## config.mk

```make
export PLATFORM = sky130hd
export DESIGN_NAME = i2c_reg_slave
export DESIGN_NICKNAME = d
export VERILOG_FILES = /design/src/rtl/i2c_regs_pkg.sv /design/src/rtl/i2c_line_sync.sv /design/src/rtl/i2c_reg_bank.sv /design/src/rtl/i2c_reg_slave.sv
export SDC_FILE = /design/constraint.sdc
export NUM_CORES = 1
export LEC_CHECK = 0
export CAP_MARGIN = 20
export CORE_MARGIN = 3
export CORE_UTILIZATION = 40
export CTS_CLUSTER_SIZE = 30
export DETAILED_ROUTE_END_ITERATION = 7
export GPL_ROUTABILITY_DRIVEN = 0
export HOLD_SLACK_MARGIN = 0.03
export PLACE_DENSITY_LB_ADDON = 0.08
export SETUP_SLACK_MARGIN = 0.3
export SYNTH_ARGS = -nofsm -noshare
export SYNTH_HDL_FRONTEND = slang
export SYNTH_SLANG_ARGS = --single-unit
```

## constraint.sdc

```tcl
create_clock -name clk_i -period 6.12 [get_ports clk_i]
set_input_delay 0.612 -clock clk_i [delete_from_list [all_inputs] [get_ports clk_i]]
set_output_delay 0.612 -clock clk_i [all_outputs]
set_load 0.05 [all_outputs]
```

## src/rtl/i2c_regs_pkg.sv

```systemverilog
package i2c_regs_pkg;
  localparam int REG_COUNT = 26;
  localparam int MODE_A_IDX = 1;
  localparam int FREQ_IDX = 2;
  localparam int MODE_B_IDX = 6;
  localparam logic [31:0] FREQ_RESET = 32'h21F0_7C16;

  typedef enum logic [3:0] {
    ST_IDLE, ST_ADDR, ST_SUB, ST_WDATA, ST_ACK_WAIT, ST_ACK_HOLD,
    ST_RDATA, ST_RACK, ST_RSTART
  } slv_state_e;

  function automatic logic [7:0] reg_reset(input int idx);
    if (idx == MODE_A_IDX) return 8'h48;
    if (idx == MODE_B_IDX) return 8'h10;
    if (idx >= FREQ_IDX && idx < FREQ_IDX + 4) return FREQ_RESET[(idx - FREQ_IDX) * 8 +: 8];
    return 8'h00;
  endfunction
endpackage

```

## src/rtl/i2c_line_sync.sv

```systemverilog
module i2c_line_sync #(
  parameter int STAGES = 2
) (
  input  logic clk_i,
  input  logic rst_ni,
  input  logic scl_i,
  input  logic sda_i,
  output logic sda_s_o,
  output logic scl_rise_o,
  output logic scl_fall_o,
  output logic start_o,
  output logic stop_o
);
  logic [STAGES:0] scl_p, sda_p;

  always_ff @(posedge clk_i or negedge rst_ni) begin
    if (!rst_ni) begin
      scl_p <= '1;
      sda_p <= '1;
    end else begin
      scl_p <= {scl_p[STAGES-1:0], scl_i};
      sda_p <= {sda_p[STAGES-1:0], sda_i};
    end
  end

  logic scl_now, scl_prev, sda_now, sda_prev;
  assign scl_now  = scl_p[STAGES-1];
  assign scl_prev = scl_p[STAGES];
  assign sda_now  = sda_p[STAGES-1];
  assign sda_prev = sda_p[STAGES];

  assign sda_s_o    = sda_now;
  assign scl_rise_o = scl_now & ~scl_prev;
  assign scl_fall_o = ~scl_now & scl_prev;
  assign start_o    = scl_now & scl_prev & sda_prev & ~sda_now;
  assign stop_o     = scl_now & scl_prev & ~sda_prev & sda_now;
endmodule

```

## src/rtl/i2c_reg_bank.sv

```systemverilog
module i2c_reg_bank
  import i2c_regs_pkg::*;
#(
  parameter int NUM_REGS = REG_COUNT,
  localparam int PTR_W = $clog2(NUM_REGS)
) (
  input  logic                  clk_i,
  input  logic                  rst_ni,
  input  logic                  wr_en_i,
  input  logic [PTR_W-1:0]      wr_idx_i,
  input  logic [7:0]            wr_data_i,
  input  logic [PTR_W-1:0]      rd_idx_i,
  output logic [7:0]            rd_data_o,
  output logic [NUM_REGS*8-1:0] regs_o,
  output logic [31:0]           freq_o
);
  localparam int FREQ_TOP = FREQ_IDX + 3;

  for (genvar i = 0; i < NUM_REGS; i++) begin : g_reg
    logic [7:0] q;
    always_ff @(posedge clk_i or negedge rst_ni) begin
      if (!rst_ni) q <= reg_reset(i);
      else if (wr_en_i && wr_idx_i == PTR_W'(i)) q <= wr_data_i;
    end
    assign regs_o[i*8 +: 8] = q;
  end

  always_comb begin
    rd_data_o = 8'h00;
    for (int i = 0; i < NUM_REGS; i++)
      if (rd_idx_i == PTR_W'(i)) rd_data_o = regs_o[i*8 +: 8];
  end

  // commit takes the incoming top byte directly, lower bytes from the bank
  always_ff @(posedge clk_i or negedge rst_ni) begin
    if (!rst_ni) freq_o <= FREQ_RESET;
    else if (wr_en_i && wr_idx_i == PTR_W'(FREQ_TOP))
      freq_o <= {wr_data_i, regs_o[FREQ_IDX*8 +: 24]};
  end
endmodule

```

## src/rtl/i2c_reg_slave.sv

```systemverilog
module i2c_reg_slave
  import i2c_regs_pkg::*;
#(
  parameter int         NUM_REGS    = REG_COUNT,
  parameter logic [6:0] DEV_ADDR    = 7'h28,
  parameter int         SEL_BIT     = 1,
  parameter int         SYNC_STAGES = 2
) (
  input  logic                  clk_i,
  input  logic                  rst_ni,
  input  logic                  scl_i,
  input  logic                  sda_i,
  output logic                  sda_oe_o,
  input  logic                  addr_sel_i,
  output logic [NUM_REGS*8-1:0] regs_o,
  output logic [31:0]           freq_word_o
);
  localparam int PTR_W = $clog2(NUM_REGS);

  logic sda_s, scl_rise, scl_fall, start_det, stop_det;

  i2c_line_sync #(.STAGES(SYNC_STAGES)) i_sync (
    .clk_i, .rst_ni, .scl_i, .sda_i,
    .sda_s_o(sda_s), .scl_rise_o(scl_rise), .scl_fall_o(scl_fall),
    .start_o(start_det), .stop_o(stop_det)
  );

  slv_state_e       state, nxt;
  logic [2:0]       cnt;
  logic [6:0]       shreg;
  logic [7:0]       tx, byte_in, rd_data;
  logic [PTR_W-1:0] ptr;
  logic             wr_en;
  logic [6:0]       dev_addr;

  always_comb begin
    dev_addr = DEV_ADDR;
    dev_addr[SEL_BIT] = addr_sel_i;
  end

  assign byte_in = {shreg, sda_s};
  assign wr_en   = (state == ST_WDATA) && scl_rise && (cnt == 3'd7);

  i2c_reg_bank #(.NUM_REGS(NUM_REGS)) i_bank (
    .clk_i, .rst_ni,
    .wr_en_i(wr_en), .wr_idx_i(ptr), .wr_data_i(byte_in),
    .rd_idx_i(ptr), .rd_data_o(rd_data),
    .regs_o, .freq_o(freq_word_o)
  );

  function automatic logic [PTR_W-1:0] step(input logic [PTR_W-1:0] p);
    return (p == PTR_W'(NUM_REGS - 1)) ? '0 : p + 1'b1;
  endfunction

  always_ff @(posedge clk_i or negedge rst_ni) begin
    if (!rst_ni) begin
      state <= ST_IDLE; nxt <= ST_IDLE; cnt <= '0; shreg <= '0;
      tx <= '0; ptr <= '0; sda_oe_o <= 1'b0;
    end else if (stop_det) begin
      state <= ST_IDLE; cnt <= '0; sda_oe_o <= 1'b0;
    end else if (start_det) begin
      state <= ST_ADDR; cnt <= '0; sda_oe_o <= 1'b0;
    end else begin
      case (state)
        ST_ADDR, ST_SUB, ST_WDATA: if (scl_rise) begin
          shreg <= {shreg[5:0], sda_s};
          cnt   <= cnt + 3'd1;
          if (cnt == 3'd7) begin
            state <= ST_ACK_WAIT;
            if (state == ST_ADDR) begin
              if (byte_in[7:1] != dev_addr) state <= ST_IDLE;
              else if (byte_in[0]) begin
                nxt <= ST_RDATA; tx <= rd_data; ptr <= step(ptr);
              end else nxt <= ST_SUB;
            end else if (state == ST_SUB) begin
              ptr <= (byte_in < 8'(NUM_REGS)) ? byte_in[PTR_W-1:0] : '0;
              nxt <= ST_WDATA;
            end else begin
              ptr <= step(ptr);
              nxt <= ST_WDATA;
            end
          end
        end
        ST_ACK_WAIT: if (scl_fall) begin
          sda_oe_o <= 1'b1;
          state    <= ST_ACK_HOLD;
        end
        ST_ACK_HOLD: if (scl_fall) begin
          cnt   <= '0;
          state <= nxt;
          if (nxt == ST_RDATA) begin
            sda_oe_o <= ~tx[7]; tx <= {tx[6:0], 1'b0};
          end else sda_oe_o <= 1'b0;
        end
        ST_RDATA: begin
          if (scl_fall) begin
            sda_oe_o <= ~tx[7]; tx <= {tx[6:0], 1'b0};
          end
          if (scl_rise) begin
            cnt <= cnt + 3'd1;
            if (cnt == 3'd7) state <= ST_RACK;
          end
        end
        ST_RACK: begin
          if (scl_fall) sda_oe_o <= 1'b0;
          if (scl_rise) begin
            if (!sda_s) begin
              tx <= rd_data; ptr <= step(ptr); state <= ST_RSTART;
            end else state <= ST_IDLE;
          end
        end
        ST_RSTART: if (scl_fall) begin
          sda_oe_o <= ~tx[7]; tx <= {tx[6:0], 1'b0};
          cnt <= '0; state <= ST_RDATA;
        end
        default: ;
      endcase
    end
  end
endmodule

```

==> results.md, run 1 <==
* Final Hold Vio Count at 0
* Num ports at 246
* Die Wd at ~190 um
* Slew headroom at 28.1%
* DR vias/cell at about 6
* Max IR drop VDD at 0.273 mV
* Asr flop ratio synth at 100%
* Clock skew at between 0.015 and 0.02 ns
* Post-synthesis sequential area ratio at roughly half
* Max H-tree Level at 1
* Critical setup path kind: reg2reg
* Worst setup EP type: register
* Post-Syn Area at approximately 14000 sq um
* Area fraction of the dominant cell type after synthesis at a little over two fifths
* Setup violators final at 0
* Final cell count without fillers at approximately 1900
* Largest net degree at the start of global routing at between 100 and 150
* WP buf/inv at 1
* Net count after synthesis at ~1200
* # fillers at ~3000
* Vias in the first global route at between 10000 and 15000
* Initial antenna violation count at 0
* Worst slew pin tran at 1.06 ns
* Post-synth EDFFs at 0
* Post_cts resized at 0
* RSZ-0062 raised after global routing: false
* Worst hold slack at ~0.35 ns
* DRC Markers at 0
* Commonest cells in the netlist: dfrtp_1, mux2_2, nand2_1
* Root Driver: clkbuf_16
* Syn avg cell area at about 11 sq um
* Quantity of I/O buffers inserted on ports at 245
* Top delay family on crit path: compound AO/OA/AOI/OAI gates
* Antenna diodes at 0
* Clock Latency Late Sink at between 0.5 and 0.6 ns
* Unique masters post-synth at 87
* Synthesized flop and latch total at approximately 270
* CTS tree: done
* Max incr delay on CP at about 0.71 ns
* MaxCap Viol Count at 0
* Wire length per cell at ~25 um
* Status: completed
* Hpwl dp at between 30 and 40 mm
* Global-route wire length before repair at approximately 72 mm
* Final Util at between 50% and 60%
* Dpl cell area at between 15000 and 20000 sq um
* Rows at 67
* Final min period at around 3.7 ns
* Crit path required time at 6.63 ns
* Slowest-stage cell, CP: ha_1
* P&R area growth vs syn at 26.9%
* Core area at roughly 34000 sq um
* Grt total ovfl at 0
* Fin. max-slew vios at 0
* Antenna viol nets, final at 0
* Biggest area consumer among synthesized cells: dfrtp_1
* Reg clk slew, reported paths at roughly 0.06 ns
* Cell area power density at between 300 and 400 nW/um^2
* Period Utilization, post-route at about three fifths
* CP Launch Type: register
* Share of layout cells above drive strength 1 at about a quarter
* Layout Nets at ~1400
* WP data arrival at 4.16 ns
* FMAX at between 200 and 300 MHz
* Final WL at between 40 and 50 mm
* Synth area leaders: dfrtp_1, mux2_2, dfstp_2
* Final TNS setup at 0 ns
* TritonCTS Sinks at about 270
* Cells along the critical path: inv_1, ha_1, or4b_1, o32ai_1, a221oi_1, nor3_1, o21ai_0, a31oi_1, o22a_1
* Yosys Warn Count at 0
* Post-Place Cells at ~1800
* Starting Density at roughly two fifths
* Initial DRT Pass Iterations at 6
* Crit-path max FO at 20
* Via count at roughly 11000
* Leak at 0.00747 uW
* Iter 0 DRT Violations at slightly below 1000
* Most frequent cell after synthesis: dfrtp_1
* Die height at between 150 and 200 um
* Synth Flop Type: dfrtp_1
* Num CTS Buffers at 30
* DIE AREA at ~36000 sq um
* Min-Delay Path Class: reg2reg
* All-Layer GR Usage at 25.5%
* Synth Instances at between 1000 and 1500
* Final instance area at between 15000 and 20000 sq um
* Clk buf depth at 3
final cells by class:
cell class / instances / area (sq um) / area share (%)
clock buffers: 47 / 875 / 5.03
clock inverters: 8 / 86.3 / 0.497
inverters: 26 / 97.6 / 0.562
multi-input cells: 832 / 6350 / 36.6
flip-flops and latches: 269 / 6780 / 39.0
well taps: 448 / 561 / 3.23
repair buffers: 266 / 2630 / 15.1
repair_timing:
item,in CTS,in global routing
hold endpoints to repair,42,0
hold buffers,1,0
buffers inserted,0,0
sequential cells by signal, indices dropped and copies added, names as in the netlist:
| register | cells |
|---|---|
| cnt | 3 |
| sda_oe_o | 1 |
| i_bank.g.q | 200 |
| state | 4 |
| tx | 8 |
| i_sync.scl_p | 3 |
| i_sync.sda_p | 3 |
| shreg | 7 |
| ptr | 5 |
| nxt | 3 |
| i_bank.freq_o | 32 |
power breakdown:
| group | leakage [uW] | switching [uW] | internal [uW] |
|---|---|---|---|
| logic | 0.00342 | 1350 | 643 |
| clock network | 0.000467 | 741 | 1020 |
| registers | 0.00359 | 132 | 1860 |
stage by stage:
stage	setup WS, ns	total power, uW
2_1_floorplan	3.29	3380
3_3_place_gp	2.55	3950
3_5_place_dp	2.52	3960
4_1_cts	2.47	5740
5_1_grt	2.27	6040
6_report	2.47	5750
layout by cell type, fill, tap and decap left out, types with 25 or more instances in the layout:
| master | instances |
|---|---|
| a21oi_1 | 61 |
| clkbuf_16 | 30 |
| clkdlybuf4s50_1 | 244 |
| dfrtp_1 | 234 |
| dfstp_2 | 35 |
| inv_1 | 25 |
| mux2_2 | 229 |
| nand2_1 | 76 |
| nand3_1 | 33 |
| nor2_1 | 63 |
| nor3_1 | 25 |
| o21ai_0 | 51 |
worst paths after layout:
path | slack [ns] | start | cells past startpoint | endpoint
max | 2.47 | ptr[0]$_DFFE_PN0P_ | 9 | tx[0]$_DFFE_PN0P_
min | 0.35 | i_sync.sda_p[0]$_DFF_PN1_ | 0 | i_sync.sda_p[1]$_DFF_PN1_
max reg2reg | 2.47 | ptr[0]$_DFFE_PN0P_ | 9 | tx[0]$_DFFE_PN0P_
min reg2reg | 0.35 | i_sync.sda_p[0]$_DFF_PN1_ | 0 | i_sync.sda_p[1]$_DFF_PN1_
max in group asynchronous | 4.27 | rst_ni | 3 | i_bank.g_reg[16].q[0]$_DFFE_PN0P_
min in group asynchronous | 0.57 | rst_ni | 2 | i_bank.freq_o[15]$_DFFE_PN0P_
worst register-to-register path: cells and delay by family, from the launching register on:
kind,cells,cell delay (ns)
AO/OA/AOI/OAI,5,1.27
adder cells (fa/ha/maj),1,0.71
buffers and inverters,1,0.13
flip-flops,1,0.41
AND/OR/NAND/NOR,2,1.08
kinds of logic (layout without fill, tap and decap cells):
group,Yosys count,after routing,synth area share [%]
flip-flops,269,269,49.5
AO/OA/AOI/OAI,251,251,12.4
AND/OR/NAND/NOR,334,334,13.7
adder cells (fa/ha/maj),7,7,0.639
multiplexers,236,236,19.3
buffers and inverters,124,347,4.19
XOR/XNOR,4,4,0.256
per-layer routing:
layer  wire length (um)  share of wire [%]  vias to the layer above  global-route usage, %
met1              21400                 45                     5734                   36.9
met2              21900                 46                      414                   40.5
li1                   -                  -                     4922                      -
met3               2930                6.2                       72                   4.03
met4               1210                2.6                        0                   6.07
met5                  0                  0                        -                      0
Note: power is estimated with default switching activity, not from simulation.
==> run 2: changes to the inputs <==
==> constraint.sdc (replaced) <==
create_clock -name clk_i -period 3.4 [get_ports clk_i]
set_input_delay 0.34 -clock clk_i [delete_from_list [all_inputs] [get_ports clk_i]]
set_output_delay 0.34 -clock clk_i [all_outputs]
set_load 0.05 [all_outputs]
==> results.md, run 2 (synthesis gave the netlist of run 1 again) <==
* Status: completed
* Setup violators final at 0
* Num ports at between 200 and 250
* Die height at between 150 and 200 um
* Max incr delay on CP at ~0.54 ns
* Via count at 11400
* Clock Latency Late Sink at 0.56 ns
* TritonCTS Sinks at ~270
* Root Driver: clkbuf_16
* Worst slew pin tran at ~0.76 ns
* Fin. max-slew vios at 0
* DRC Markers at 0
* Reg clk slew, reported paths at around 0.06 ns
* Crit-path most repeated cell: buf_4
* Crit path required time at between 3 and 4 ns
* Largest net degree at the start of global routing at between 70 and 80
* Clk buf depth at 3
* Initial DRT Pass Iterations at 5
* CP Launch Type: register
* Final min period at slightly above 3 ns
* Commonest non-fill, non-tap cell in the layout: clkdlybuf4s50_1
* Period Utilization, post-route at between 80% and 90%
* Cells along the critical path: ha_1, buf_4, nor2b_1, buf_4, nand2_1, o221ai_1, a211oi_2, a2111oi_2, o311a_1, o21ai_1
* Worst setup EP type: register
* All-Layer GR Usage at between 20% and 30%
* Iter 0 DRT Violations at between 1000 and 1500
* Commonest cells after routing, fill and taps aside: clkdlybuf4s50_1, dfrtp_1, mux2_2
* RSZ-0062 raised after global routing: false
* Antenna diodes at 0
* Clock skew at roughly 0.020 ns
* Slew headroom at between 40% and 50%
* Hpwl dp at ~35 mm
* Top reg by flops: i_bank.g.q
* Num CTS Buffers at 30
* Max H-tree Level at 1
* Antenna viol nets, final at 0
* Leak at about 0.0077 uW
* Starting Density at 40.7%
* Die Wd at roughly 190 um
* FMAX at around 330 MHz
* Min-Delay Path Class: in2reg
* Final Hold Vio Count at 0
* Slowest-stage cell, CP: a2111oi_2
* Overall power at 11200 uW
* Wire length per cell at ~25 um
* Critical setup path kind: reg2reg
* Max reg flops at 200
* MaxCap Viol Count at 0
* Max IR drop VDD at 0.383 mV
* Grt total ovfl at 0
* P&R area growth vs syn at 30.5%
* Core area at 33600 sq um
* Layout Nets at ~1500
* # fillers at about 3000
* CTS tree: done
* Share of layout cells above drive strength 1 at between 20 and 30%
* DIE AREA at ~36000 sq um
* Crit-path max FO at 34
* Global-route wire length before repair at ~74 mm
* Final TNS setup at 0 ns
* Worst hold slack at roughly 0.18 ns
* WP data arrival at around 3.5 ns
* Cell area power density at 625 nW/um^2
* Rows at between 60 and 70
* DR vias/cell at 5.89
* Vias in the first global route at between 10000 and 15000
* Initial antenna violation count at 0
* Top flop regs: i_bank.g.q: 200 flops, i_bank.freq_o: 32 flops, tx: 8 flops
* Final WL at just under 50 mm
* Quantity of I/O buffers inserted on ports at 245
run 2: cell types whose count changed in the layout (fill, tap and decap cells not counted), moves of 2 or more:
| cell | delta |
|---|---|
| clkbuf_1 | -7 |
| clkinv_2 | +3 |
| bufinv_16 | +8 |
| ha_1 | -2 |
| clkbuf_8 | -3 |
| buf_4 | +32 |
| buf_12 | +2 |
run 2: area by class of cell:
cell class                 count  area, sq um  area share, %
clock inverter                18          325           1.82
inverter                      26         97.6          0.546
multi-input combinational    832         6380           35.7
timing repair buffer         299         2900           16.2
tap                          448          561           3.14
clock buffer                  38          832           4.66
sequential                   269         6780           37.9
run 2: where the power goes:
part,internal (uW),switching (uW)
sequential,3350,177
combinational,1310,2550
clock,2410,1380
total,7070,4100
run 2: what timing repair did:
item	CTS	global route
setup buffers	0	0
endpoints found under the setup margin	1	7
pin swaps	0	0
hold buffers	1	0
hold endpoints to repair	44	0
gates resized for setup	2	3
run 2: worst paths after layout:
path	slack, ns	startpoint	cells after the start	endpoint
min in group asynchronous	0.29	rst_ni	2	i_bank.g_reg[2].q[0]$_DFFE_PN0P_
setup / recovery	0.35	ptr[1]$_DFFE_PN0P_	10	tx[6]$_DFFE_PN0P_
hold / removal	0.18	scl_i	1	i_sync.scl_p[0]$_DFF_PN1_
hold reg to reg	0.36	i_sync.sda_p[0]$_DFF_PN1_	0	i_sync.sda_p[1]$_DFF_PN1_
max in group asynchronous	2.15	rst_ni	3	i_bank.g_reg[12].q[3]$_DFFE_PN0P_
setup reg to reg	0.35	ptr[1]$_DFFE_PN0P_	10	tx[6]$_DFFE_PN0P_
run 2: metal layers:
| metal | vias to the layer above | global-route usage (%) | wire [um] |
|---|---|---|---|
| met5 | - | 0 | 0 |
| met1 | 5851 | 38.9 | 22300 |
| met3 | 77 | 4.51 | 3120 |
| met2 | 436 | 40.6 | 22400 |
| li1 | 5000 | - | - |
| met4 | 0 | 6.75 | 1190 |
run 2: per-stage QoR:
stage	util, %	cells	area [sq um]	setup WS [ns]
finish	53.2	1930	17900	0.349
global placement	49.6	1873	16700	0.127
detailed placement	49.6	1873	16700	-0.0127
CTS	53.1	1930	17900	0.332
global route	53.2	1930	17900	0.305
floorplan	-	1225	13700	0.565
run 2: worst max-delay path: cells and delay by family, from the launching register on:
| family | cells | cell delay, ns |
|---|---|---|
| simple gates | 2 | 0.34 |
| compound gates | 5 | 1.42 |
| buf+inv | 2 | 0.56 |
| fa+ha+maj | 1 | 0.21 |
| flops | 1 | 0.39 |
